File: src/rtl/tpat_pkg.sv
package tpat_pkg;

   typedef enum logic [1:0] {
      PAT_ALT    = 2'd0,
      PAT_RAMP   = 2'd1,
      PAT_SINE   = 2'd2,
      PAT_CUSTOM = 2'd3
   } pat_mode_e;

   localparam int SINE_LEN = 8;

   // Eight-entry sine-like cycle; entry 0 is the only value used for sync.
   function automatic logic [11:0] sine_code(input int idx);
      case (idx)
         0:       return 12'd1384;
         1:       return 12'd978;
         2:       return 12'd0;
         3:       return 12'd3117;
         4:       return 12'd2711;
         5:       return 12'd3117;
         6:       return 12'd0;
         default: return 12'd978;
      endcase
   endfunction

endpackage

File: src/rtl/tpat_expect.sv
module tpat_expect
   import tpat_pkg::*;
#(
   parameter int DW     = 12,
   parameter int HOLD_N = 4
) (
   input  logic          clk,
   input  logic          rst_n,
   input  logic          flush,
   input  logic          drop,
   input  pat_mode_e     mode,
   input  logic [DW-1:0] custom_word,
   input  logic          vld,
   input  logic [DW-1:0] data,
   output logic          cmp_vld,
   output logic          cmp_hit
);
   localparam int RW = $clog2(HOLD_N + 1);
   localparam logic [DW-1:0] ALT_A = {(DW/2){2'b01}};
   localparam logic [DW-1:0] ALT_B = {(DW/2){2'b10}};

   if (DW < 12 || (DW % 2) != 0) begin : g_bad_dw
      $error("tpat_expect: DW must be even and at least 12");
   end
   if (HOLD_N < 1) begin : g_bad_hold
      $error("tpat_expect: HOLD_N must be at least 1");
   end

   logic [DW-1:0] sine_rom [SINE_LEN];
   for (genvar gi = 0; gi < SINE_LEN; gi++) begin : g_rom
      assign sine_rom[gi] = DW'(sine_code(gi));
   end

   logic          synced;
   logic          seeded;
   logic [DW-1:0] code_q;
   logic [RW-1:0] rep_q;
   logic [2:0]    idx_q;
   logic [DW-1:0] expect_w;

   always_comb begin
      case (mode)
         PAT_ALT:  expect_w = code_q;
         PAT_RAMP: expect_w = (rep_q == RW'(HOLD_N)) ? code_q + DW'(1) : code_q;
         PAT_SINE: expect_w = sine_rom[idx_q];
         default:  expect_w = custom_word;
      endcase
   end

   assign cmp_vld = vld && !flush && (synced || mode == PAT_CUSTOM);
   assign cmp_hit = (data == expect_w);

   always_ff @(posedge clk) begin
      if (!rst_n) begin
         synced <= 1'b0;
         seeded <= 1'b0;
         code_q <= '0;
         rep_q  <= '0;
         idx_q  <= '0;
      end else if (flush || drop) begin
         synced <= 1'b0;
         seeded <= 1'b0;
      end else if (vld) begin
         case (mode)
            PAT_ALT: begin
               if (synced) begin
                  code_q <= ~expect_w;
               end else if (data == ALT_A || data == ALT_B) begin
                  synced <= 1'b1;
                  code_q <= ~data;
               end
            end
            PAT_RAMP: begin
               if (synced) begin
                  if (rep_q == RW'(HOLD_N)) begin
                     code_q <= code_q + DW'(1);
                     rep_q  <= RW'(1);
                  end else begin
                     rep_q <= rep_q + RW'(1);
                  end
               end else if (!seeded) begin
                  seeded <= 1'b1;
                  code_q <= data;
               end else if (data == code_q + DW'(1)) begin
                  synced <= 1'b1;
                  code_q <= data;
                  rep_q  <= RW'(1);
               end else if (data != code_q) begin
                  code_q <= data;
               end
            end
            PAT_SINE: begin
               if (synced) begin
                  idx_q <= idx_q + 3'd1;
               end else if (data == sine_rom[0]) begin
                  synced <= 1'b1;
                  idx_q  <= 3'd1;
               end
            end
            default: ;
         endcase
      end
   end

   // A compared ramp sample never finds the run counter outside 1..HOLD_N.
   AST_RAMP_REP_RANGE: assert property (@(posedge clk) disable iff (!rst_n)
      (cmp_vld && mode == PAT_RAMP) |-> (rep_q >= RW'(1) && rep_q <= RW'(HOLD_N)));

endmodule

File: config.mk
export PLATFORM = sky130hd
export DESIGN_NAME = tpat_expect
export DESIGN_NICKNAME = d
export VERILOG_FILES = /design/src/rtl/tpat_pkg.sv /design/src/rtl/tpat_expect.sv
export SDC_FILE = /design/constraint.sdc
export NUM_CORES = 1
export LEC_CHECK = 0
export ABC_AREA = 1
export BUFFER_PORTS_ARGS = -buffer_cell sky130_fd_sc_hd__buf_4
export CORE_ASPECT_RATIO = 1.5
export CORE_UTILIZATION = 60
export CTS_BUF_LIST = sky130_fd_sc_hd__clkbuf_4
export DETAILED_ROUTE_END_ITERATION = 10
export GPL_ROUTABILITY_DRIVEN = 0
export PLACE_DENSITY_LB_ADDON = 0.08
export REMOVE_ABC_BUFFERS = 1
export SLEW_MARGIN = 0
export SYNTH_ARGS = -nofsm -noshare
export SYNTH_HDL_FRONTEND = slang
export SYNTH_SLANG_ARGS = --single-unit
File: constraint.sdc
create_clock -name clk -period 5.4 [get_ports clk]
set_input_delay 1.08 -clock clk [delete_from_list [all_inputs] [get_ports clk]]
set_output_delay 1.08 -clock clk [all_outputs]
set_load 0.02 [all_outputs]
# [Yosys cells after proc, flatten, opt, wreduce, memory -nomap -nowiden]
# Memory sizes are Yosys's and may differ from the RTL's.
# Index checks and enable logic that the tools add are counted.
[word_totals] output_inout_bits=2 n_memories=1 ramBits=0 latchBits=0 mem_bits_ro=96 register_bits=20 in_bits=31
[mem_list] name="(name not given)" words=8 word_bits=12 read_ports=1 rd_clocked_by_memory_dff=0 wr=0 line_no="tpat_expect.sv:45" rtl="PAT_SINE: expect_w = sine_rom[idx_q];"
[classes] div=0 bitwise=6 n_mul=0 muxes=25 shifts=0 n_reduce_logical=18 order_cmp=1 addsub=3 eq_ne=12
[op_table] cell="2-to-1 mux 12 bit" n=9
[op_table] cell="case mux 12 bit (3 select lines)" n=1
[op_table] cell="equality test 12 x 11 -> 1 bit, second input constant" n=2
[op_table] cell="equality test 12 bit" n=2
[op_table] cell="inverter 12 bit" n=2
[op_table] cell="case mux 12 bit (2 select lines)" n=1
[op_table] cell="2-to-1 mux 3 bit" n=6
[op_table] cell="adder 12 x 1 -> 12 bit, second input constant" n=1
[op_table] cell="equality test 12 bit, second input constant" n=1
[op_table] cell="!= test 12 bit" n=1
[op_table] cell="AND reduction 5 bit" n=2
[op_table] cell="nonzero test 2 bit" n=4
[op_table] cell="2-to-1 mux 1 bit" n=7
[op_table] cell="adder 3 x 1 -> 3 bit, second input constant" n=2
[op_table] cell="!= test 5 bit, second input constant" n=1
[op_table] cell="equality test 2 bit, second input constant" n=2
[op_table] cell=">= comparator 4 bit, second input constant" n=1
[op_table] cell="inverter 3 -> 4 bit" n=1
[op_table] cell="AND reduction 4 bit" n=1
[op_table] cell="equality test 3 bit, second input constant" n=1
[op_table] cell="logical OR 1 bit" n=3
[op_table] cell="!= test 3 bit, second input constant" n=1
[op_table] cell="inverter 1 bit" n=3
[op_table] cell="case mux 1 bit (3 select lines)" n=1
[op_table] cell="other kinds (8)" n=9

# [Depth between registers and ports, before layout]
# Gate-level depths: netlist of run 1.
[depth] word_depth=8 depth_mapped=16 ltp_nobuf=16

# [Least setup slack after synthesis of run 1]
# No wires, ideal clock.
[synth_timing] path_kind="input port to output port" start="in mode[1]" end="out cmp_hit" setup_slack_ns=1.700 t_required_ns=4.320 stages=12 arrival_time_ns=2.620 n_path_buf=2 path_cell_list="inv_1 ha_1 buf_2 clkinv_1 clkbuf_1 o21ai_0 nand2_1 nand2_1 nand2_1 nor2_1 nand3_1 nor2_1"
[synth_via] elab_chain_len=3 word_cells_on_any_way=5
[synth_lines] item="from (decl)" line_no="tpat_expect.sv:11" rtl="input pat_mode_e mode,"
[synth_lines] item="equality test 2 bit, or another cell as far along" line_no="tpat_expect.sv:42" rtl="case (mode)"
[synth_lines] item="case mux 12 bit (3 select lines) (*)" line_no="tpat_expect.sv:42"
[synth_lines] item="equality test 12 bit (*)" line_no="tpat_expect.sv:51" rtl="assign cmp_hit = (data == expect_w);"
[synth_lines] item="to (decl)" line_no="tpat_expect.sv:16" rtl="output logic cmp_hit"
# Mark *: on every way between the ends. The rest lies on a longest branch, timed or not.

# [Worst setup path in the final report of run 1]
[layout_timing] start="reg rep_q[0]" end="out cmp_hit"
[layout_via] elab_chain_len=4
[layout_lines] item="from (decl)" line_no="tpat_expect.sv:37" rtl="logic [RW-1:0] rep_q;"
[layout_lines] item="from (signal assigned)" line_no="tpat_expect.sv:79" rtl="rep_q <= rep_q + RW'(1);"
[layout_lines] item="equality test 3 bit" line_no="tpat_expect.sv:44" rtl="PAT_RAMP: expect_w = (rep_q == RW'(HOLD_N)) ? code_q + DW'(1) : code_q;"
[layout_lines] item="2-to-1 mux 12 bit"
[layout_lines] item="case mux 12 bit (3 select lines)" line_no="tpat_expect.sv:42"
[layout_lines] item="equality test 12 bit" line_no="tpat_expect.sv:51"
# No other way between the ends.

==> results of run 1 <==
## metal layers
layer  vias up  global-route usage [%]  wire, um
met3        59                   4.374       778
met1      1572                   45.32      3358
met5         -                       0         0
met4         0                   22.51       635
met2       214                   65.20      4319
li1       1737                       -         -
## cell usage in the layout, fill, tap and decap left out, drive strengths merged, types with 3 or more instances in the layout
cell type  count
nand3b         4
inv           57
xnor2          3
ha             9
o211ai         7
nand4          7
nand3         61
nor2          53
clkbuf         3
xor2          12
buf           35
dfxtp         20
nand2        140
or2           12
a211oi         4
o21ai         43
a21oi         41
nor3          14
## flip-flops by register name, summed over array words and instances (netlist names)
register	count
seeded	1
idx_q	3
code_q	12
rep_q	3
synced	1
## synth_stat cells (2+ instances only)
cell type / number
a211oi_1: 4
a21oi_1: 41
buf_2: 7
clkbuf_1: 13
clkbuf_2: 2
clkinv_1: 2
dfxtp_1: 20
ha_1: 9
inv_1: 56
nand2_1: 137
nand2_2: 2
nand3_1: 60
nand3b_1: 4
nand4_1: 7
nor2_1: 49
nor2_2: 2
nor3_1: 14
o211ai_1: 7
o21ai_0: 43
o22ai_1: 2
or2_2: 12
xnor2_1: 3
xor2_1: 12
## per-stage QoR
step	cell area (sq um)	instances	hold WS [ps]	setup WS, ps
2_1_floorplan	2718	496	447.0	1099
3_3_place_gp	3040	579	461.0	1260
3_5_place_dp	3040	579	477.1	1198
4_1_cts	3063	582	496.2	1199
5_1_grt	3063	582	531.1	879.6
6_report	3063	582	499.2	1117
## layout make-up
type	instances	share of cell area (%)
Clock buffer	3	0.7353
Inverter	59	7.230
Multi-Input combinational cell	417	68.42
Sequential cell	20	13.07
Tap cell	48	1.961
Timing Repair Buffer	35	8.578
## worst max-delay path: cells and delay by family (launching register included)
family	cells	cell delay, ps
AOI/OAI and AO/OA	1	240
xor gates and xnor gates	1	110
adders and majority gates	1	190
buffers and inverters	3	780
DFF	1	360
and+or+nand+nor	8	1200
## where the power goes
part | total (uW) | switching (uW) | internal [uW]
registers | 157 | 6.11 | 151
clock network | 84.2 | 58.0 | 26.2
logic | 136 | 83.6 | 52.2
total | 377 | 148 | 229
## how the worst max path moves through the flow
| stage | startpoint | to | slack (ps) | cells after the start |
|---|---|---|---|---|
| final | rep_q[0] | cmp_hit | 1120 | 14 |
| after global routing | rep_q[0] | cmp_hit | 880 | 14 |
| after CTS | mode[0] | cmp_hit | 1200 | 12 |
| after detailed placement | mode[0] | cmp_hit | 1200 | 12 |
| after global placement | mode[0] | cmp_hit | 1260 | 14 |
| after floorplan | mode[1] | cmp_hit | 1100 | 12 |
## cells by family after synthesis
kind of cell	after synthesis	share of synthesized area, %
AO/OA/AOI/OAI	100	19.14
XOR/XNOR	15	4.673
adder cells (fa/ha/maj)	9	4.005
buffers and inverters	81	11.21
flip-flops	20	14.24
AND/OR/NAND/NOR	293	46.73
==> flow_metrics.tcl, run 1 <==
set metrics [dict create \
    status "completed" \
    synthTopCellsByArea "nand2_1, dfxtp_1, nand3_1" \
    r2r_cells 12 \
    clkSinkCount 20 \
    critPathLaunchType "flip-flop" \
    rows 30 \
    synth_top_area_share_pct 18.29 \
    final_layout_size_suffix_gt1_share_pct 11.42 \
    cts_setup_buffers 0 \
    wl_um 9092 \
    seq_area_sq_um 400.4 \
    slew_violations 0 \
    final_util_pct 68.00 \
    n_antenna_cell 0 \
    crit_chain "inv_1 > ha_1 > nand2_1 > clkinv_1 > nand2_1 > xor2_1 > o21ai_0 > nand2_1 > nand2_1 > nand2_1 > nor2_1 > nand3_1 > nor2_1 > buf_4" \
    synth_ff_type "dfxtp_1" \
    die_w_um 57.89 \
    cts_max_level 1 \
    start_util_pct 62.42 \
    n_fill_cell 473 \
    cp_data_arrival_time_ps 3200 \
    drtIter0Drc 421 \
    vdd_ir_drop_max_uv 121.6 \
    clock_tree.root_cell "clkbuf_4" \
    rsz0062_at_grt "false" \
    die_h_um 85.84 \
    viasPerCell 6.155 \
    hold_viol 0 \
    yosysSeqAreaShare_pct 14.24 \
    rr_endpoint "code_q[8]" \
    synth_seq_cells 20 \
    hp-class "flip-flop to flip-flop" \
    power_uw 376.6 \
    synth_cells 518 \
    holdBufCountCts 0 \
    cts_buffer_depth 2 \
    setup_viol 0 \
    relSlewSlack_pct 57.87 \
    period_needed_ps 4283 \
    vias 3582 \
    ys_types 33 \
    max_freq_mhz 233.5 \
    route.detailed.drc 0 \
    critical_path.most_common_cell "nand2_1" \
    grt_max_degree 47 \
    grt_pass1_wl_um 14760 \
    endpoint_kind "primary output" \
    hold_path_startpoint "seeded" \
    clock_latency_ps 330 \
    drt_pass1_iterations 5 \
    netlist_area_sq_um 2811 \
    clkSlewWorstSetupHoldPaths_ps 130 \
    core_sq_um 4504 \
    grt_pass1_vias 3172 \
    rrSetupSlack_ps 2660 \
    syn2layout_area_growth_pct 8.945 \
    grt_overflow_total 0 \
    rr_startpoint "rep_q[0]" \
    crit_path_max_incr_delay_ps 560 \
    antenna_found_initial 0 \
    multiInputGateArea_sq_um 2096 \
    cts_buffers 3 \
    tritoncts "done" \
    cp.required_ps 4320 \
    drv_cap 0 \
    grt_usage_pct 38.34 \
    worstSetupPathType "flip-flop to primary output" \
    min_to "seeded" \
    synth_area_leader_cell "nand2_1" \
    critPathSlowestCell "clkinv_1" \
    p_leak_uw 0.001480 \
    drt-wirelength-per-cell_um 15.62 \
    hpwl_um 6872 \
    synth_warnings 0 \
    tightest_slew_ps 630.4 \
    power_density_nw_per_um2 123.0 \
    ys_async_sr_fraction_pct 0 \
    synth_edf_count 0 \
    io_pins 33 \
    dieArea_sq_um 4969 \
    nNetsFinal 576 \
    cts_resized 0 \
    hold_path_depth 2 \
    syn_area_per_cell_sq_um 5.428 \
    post-route-period-util_pct 79.32 \
    crit_fanout 15 \
    ant_nets 0 \
    skew_ps 8.697 \
    io_buffers 32 \
    setup_tns_ps 0 \
]
No activity file was read; power rests on OpenSTA's default activity.
==> inputs of run 2 (changes only) <==
Settings changed: CORE_UTILIZATION 60 to 55.
Clock period 5.4 ns to 3.9 ns, I/O delays scaled along.
==> run 2 against run 1 <==
Clock skew shrank 6.3 ps. Wire length is 6.8% higher. Worst setup slack lost 680 ps. Total power grew 39%. Die area up 8.8%. Count of clock-buffer cells in the layout did not move. Via count grew 0.70%. First-iteration DRC count shrank 24%. Register-to-register slack got worse by 1000 ps. Combinational power up 41%. Worst hold slack better by 4.7 ps.
==> flow_metrics.tcl, run 2 (synthesized netlist as in run 1, its figures left out) <==
set metrics [dict create \
    max_freq_mhz 288.6 \
    path_delay_family "buffers and inverters" \
    final_common_cell "nand2_1" \
    crit_path_max_incr_delay_ps 330 \
    die_w_um 60.38 \
    skew_ps 2.442 \
    hpwl_um 7423 \
    relSlewSlack_pct 61.78 \
    slew_violations 0 \
    post-route-period-util_pct 88.86 \
    clkSinkCount 20 \
    period_needed_ps 3465 \
    route.detailed.drc 0 \
    vias 3607 \
    endpoint_kind "primary output" \
    cts_resized 0 \
    grt_pass1_vias 3316 \
    grt_overflow_total 0 \
    viasPerCell 5.972 \
    p_leak_uw 0.001496 \
    grt_usage_pct 37.77 \
    wl_um 9709 \
    hold_path_startpoint "seeded" \
    rsz0062_at_grt "false" \
    cp_data_arrival_time_ps 2690 \
    nNetsFinal 579 \
    rows 31 \
    cts_max_level 1 \
    setup_viol 0 \
    final_layout_size_suffix_gt1_share_pct 11.90 \
    drt_pass1_iterations 5 \
    vdd_ir_drop_max_uv 118.7 \
    tritoncts "done" \
    hold_viol 0 \
    cts_buffers 3 \
    crit_chain "buf_4 > ha_1 > inv_1 > nand2_1 > inv_1 > nand3_1 > o21ai_0 > inv_1 > nand2_1 > nand3_1 > nor2_1 > nand3_1 > nor2_1 > buf_4" \
    io_pins 33 \
    syn2layout_area_growth_pct 10.68 \
    status "completed" \
    tightest_slew_ps 572.5 \
    crit_fanout 16 \
    critPathLaunchType "primary input" \
    holdBufCountCts 0 \
    critPathSlowestCell "inv_1" \
    hp-class "flip-flop to flip-flop" \
    cts_setup_buffers 0 \
    antenna_found_initial 0 \
    drtIter0Drc 321 \
    worst-path-buf-inv 5 \
    n_antenna_cell 0 \
    reg_top3 "code_q (12), idx_q (3), rep_q (3)" \
    power_uw 523.9 \
    top_register "code_q" \
    start_util_pct 57.53 \
    clkSlewWorstSetupHoldPaths_ps 130 \
    cp.required_ps 3120 \
    largest_register_ff_count 12 \
    setup_tns_ps 0 \
    die_h_um 89.57 \
    io_buffers 32 \
    layout_common_cells "nand2_1, nand3_1, inv_1" \
    drt-wirelength-per-cell_um 16.07 \
    power_density_nw_per_um2 168.4 \
    clock_tree.root_cell "clkbuf_4" \
    clock_latency_ps 320 \
    grt_pass1_wl_um 15070 \
    grt_max_degree 30 \
    rr_startpoint "code_q[1]" \
    cts_buffer_depth 2 \
    drv_cap 0 \
    crit_path_start "mode[0]" \
    worstSetupPathType "primary input to primary output" \
    core_sq_um 4887 \
    dieArea_sq_um 5407 \
    ant_nets 0 \
]
## run 2: final cells by class
class	instances	area (sq um)
Sequential cell	20	400.4
Inverter	59	221.5
Multi-Input combinational cell	417	2096
Clock buffer	3	22.52
Tap cell	66	82.58
Clock inverter	1	3.754
Fill cell	518	1775
Timing Repair Buffer	38	285.3
## run 2: layer usage
layer	GRT usage, %	part of all wire (%)	vias up
met5	0	0	-
met4	30.02	8.2	0
met3	4.920	9.4	66
met2	63.04	47	220
met1	41.93	35	1580
li1	-	-	1741
## run 2: worst paths after layout
path         slack (ps)  depth (start not counted)       end
max                 430                         14   cmp_hit
max reg2reg        1620                         15  rep_q[1]
min                 500                          2    seeded
min reg2reg         500                          2    seeded
## run 2: power by group
part / switching (uW) / total [uW] / internal (uW)
combinational: 119 / 192 / 73.1
clock: 78.2 / 116 / 37.6
sequential: 8.01 / 216 / 208
total: 205 / 524 / 319
## run 2: metrics by stage
step / area [sq um] / hold slack [ps] / worst slack, ps / util (%) / instances
floorplan: 2718 / 447.0 / 199.2 / - / 496
global placement: 3085 / 465.9 / 569.7 / 63.13 / 600
detailed placement: 3085 / 485.6 / 429.8 / 63.13 / 600
CTS: 3112 / 504.6 / 437.3 / 63.67 / 604
global route: 3112 / 539.8 / 216.4 / 63.67 / 604
finish: 3112 / 503.8 / 434.5 / 63.67 / 604
## run 2: tightest hold or removal path: cells and delay by family, from the launching register on
| kind | cells | cell delay, ps |
|---|---|---|
| AOI/OAI and AO/OA | 1 | 60 |
| DFF | 1 | 340 |
| buffers and inverters | 1 | 70 |
==> inputs of run 3 (changes only) <==
Settings changed: BUFFER_PORTS_ARGS -buffer_cell sky130_fd_sc_hd__buf_4 to unset, CORE_ASPECT_RATIO 1.5 to unset, CORE_UTILIZATION 55 to 60, DONT_BUFFER_PORTS set to 1.
==> run 3 against run 2 <==
Design area is 7.4% lower. Non-clock buffer count is 32 lower. Largest power group unchanged. Highest routed layer unchanged. Sequential power hardly changed. Global-route usage is 0.54 points higher. Worst setup slack better by 1.1 ps. Critical path depth stayed put.
==> flow_metrics.tcl, run 3 (synthesized netlist as in run 1, its figures left out) <==
set metrics [dict create \
    n_antenna_cell 0 \
    setup_viol 0 \
    power_density_nw_per_um2 193.9 \
    ant_nets 0 \
    route.detailed.drc 0 \
    clock_latency_ps 340 \
    p_leak_uw 0.001353 \
    p_int_uw 366.1 \
    reg_top3 "code_q (12), idx_q (3), rep_q (3)" \
    setup_tns_ps 0 \
    syn2layout_area_growth_pct 2.448 \
    drt-wirelength-per-cell_um 16.43 \
    holdBufCountCts 0 \
    grt_overflow_total 0 \
    rsz0062_at_grt "false" \
    worstSetupPathType "flip-flop to primary output" \
    period_needed_ps 3464 \
    cts_buffer_depth 2 \
    dieArea_sq_um 4963 \
    use_met2_pct 60.63 \
    vias 3485 \
    start_util_pct 63.69 \
    top_register "code_q" \
    skew_ps 8.823 \
    post-route-period-util_pct 88.83 \
    vdd_ir_drop_max_uv 119.1 \
    final_common_cell "nand2_1" \
    endpoint_kind "primary output" \
    cts_resized 0 \
    cp.required_ps 3120 \
    max_freq_mhz 288.7 \
    relSlewSlack_pct 62.58 \
    grt_pass1_vias 3218 \
    critPathLaunchType "flip-flop" \
    p_comb_share_pct 26.7 \
    io_pins 33 \
    wl_um 9170 \
    rows 24 \
    grt.busiest_layer "met2" \
    io_buffers 0 \
    cp_data_arrival_time_ps 2680 \
    critical_path.most_common_cell "nand2_1" \
    critPathSlowestCell "dfxtp_1" \
    die_h_um 70.45 \
    grt_usage_pct 38.31 \
    layout_common_cells "nand2_1, nand3_1, inv_1" \
    drtIter0Drc 457 \
    cts_max_level 1 \
    grt_pass1_wl_um 15120 \
    nNetsFinal 547 \
    core_sq_um 4414 \
    clock_tree.root_cell "clkbuf_4" \
    drt_pass1_iterations 6 \
    final_util_pct 65.25 \
    p_sw_uw 192.3 \
    clkPwrFrac_pct 34.4 \
    clkSlewWorstSetupHoldPaths_ps 150 \
    hpwl_um 6917 \
    drv_cap 0 \
    p_seq_share_pct 38.9 \
    grt_max_degree 28 \
    hold_viol 0 \
    slew_violations 0 \
    status "completed" \
    viasPerCell 6.246 \
    crit_fanout 7 \
    final_layout_size_suffix_gt1_share_pct 6.522 \
    largest_register_ff_count 12 \
    swShare_pct 34.43 \
    cts_buffers 3 \
    antenna_found_initial 0 \
    tritoncts "done" \
    hp-class "flip-flop to flip-flop" \
    grtUsageMet1_pct 49.96 \
    n_fill_cell 439 \
    cts_setup_buffers 0 \
    crit_path_max_incr_delay_ps 490 \
    grtUsageMet3_pct 9.380 \
    clkSinkCount 20 \
    die_w_um 70.45 \
    crit_chain "ha_1 > nand2_1 > nor2_2 > nand2_1 > nand2_1 > nand2_1 > o21ai_0 > nand2_1 > nand2_1 > xor2_1 > nor2_1 > nand2_1 > nor2_1 > buf_4" \
    tightest_slew_ps 560.6 \
]
-- run 3: cell types whose count changed in the layout (fill, tap and decap cells not counted), sizes merged --
cell    change
bufinv      +1
clkinv      -1
buf        -32
-- run 3: metrics by stage --
stage                     cells  area [sq um]  hold slack (ps)  total power [uW]  setup WS (ps)
final                       558          2880            485.5             558.4          435.6
after CTS                   558          2880            483.1             549.3          504.8
after detailed placement    554          2828            462.8             364.4          506.7
after floorplan             496          2718            447.0             330.9          199.2
after global routing        558          2880            518.8             585.8          263.3
after global placement      554          2828            465.2             361.8          635.9
-- run 3: power by group through the flow --
stage	combinational (uW)	clock [uW]	sequential, uW
5_1_grt	168	200	218
3_5_place_dp	143	0	221
2_1_floorplan	113	0	218
4_1_cts	145	188	217
6_report	149	192	217
3_3_place_gp	140	0	221
-- run 3: final timing paths --
path	from	cells after the start	slack, ps	endpoint
max	code_q[1]	14	440	cmp_hit
min	seeded	2	490	seeded
max reg2reg	code_q[1]	15	1500	rep_q[0]
min reg2reg	seeded	2	490	seeded
-- run 3: cell type report --
class	count	area [sq um]	share of cell area, %
inverters	59	221.5	7.689
clock inverters	1	30.03	1.043
clock buffers	3	22.52	0.7819
multi-input cells	417	2096	72.76
repair buffers	6	45.04	1.564
flip-flops and latches	20	400.4	13.90
well taps	52	65.06	2.259
-- run 3: worst max-delay path, delay by kind of cell (launching register included) --
kind	cells	cell delay, ps
xor gates and xnor gates	1	180
and+or+nand+nor	10	1060
buffers and inverters	1	150
adders and majority gates	1	250
DFF	1	490
AOI/OAI and AO/OA	1	220
-- run 3: layer usage --
metal / vias to the layer above / wire (um)
met2: 220 / 4036
li1: 1678 / -
met1: 1551 / 3695
met4: 0 / 282
met5: - / 0
met3: 36 / 1155
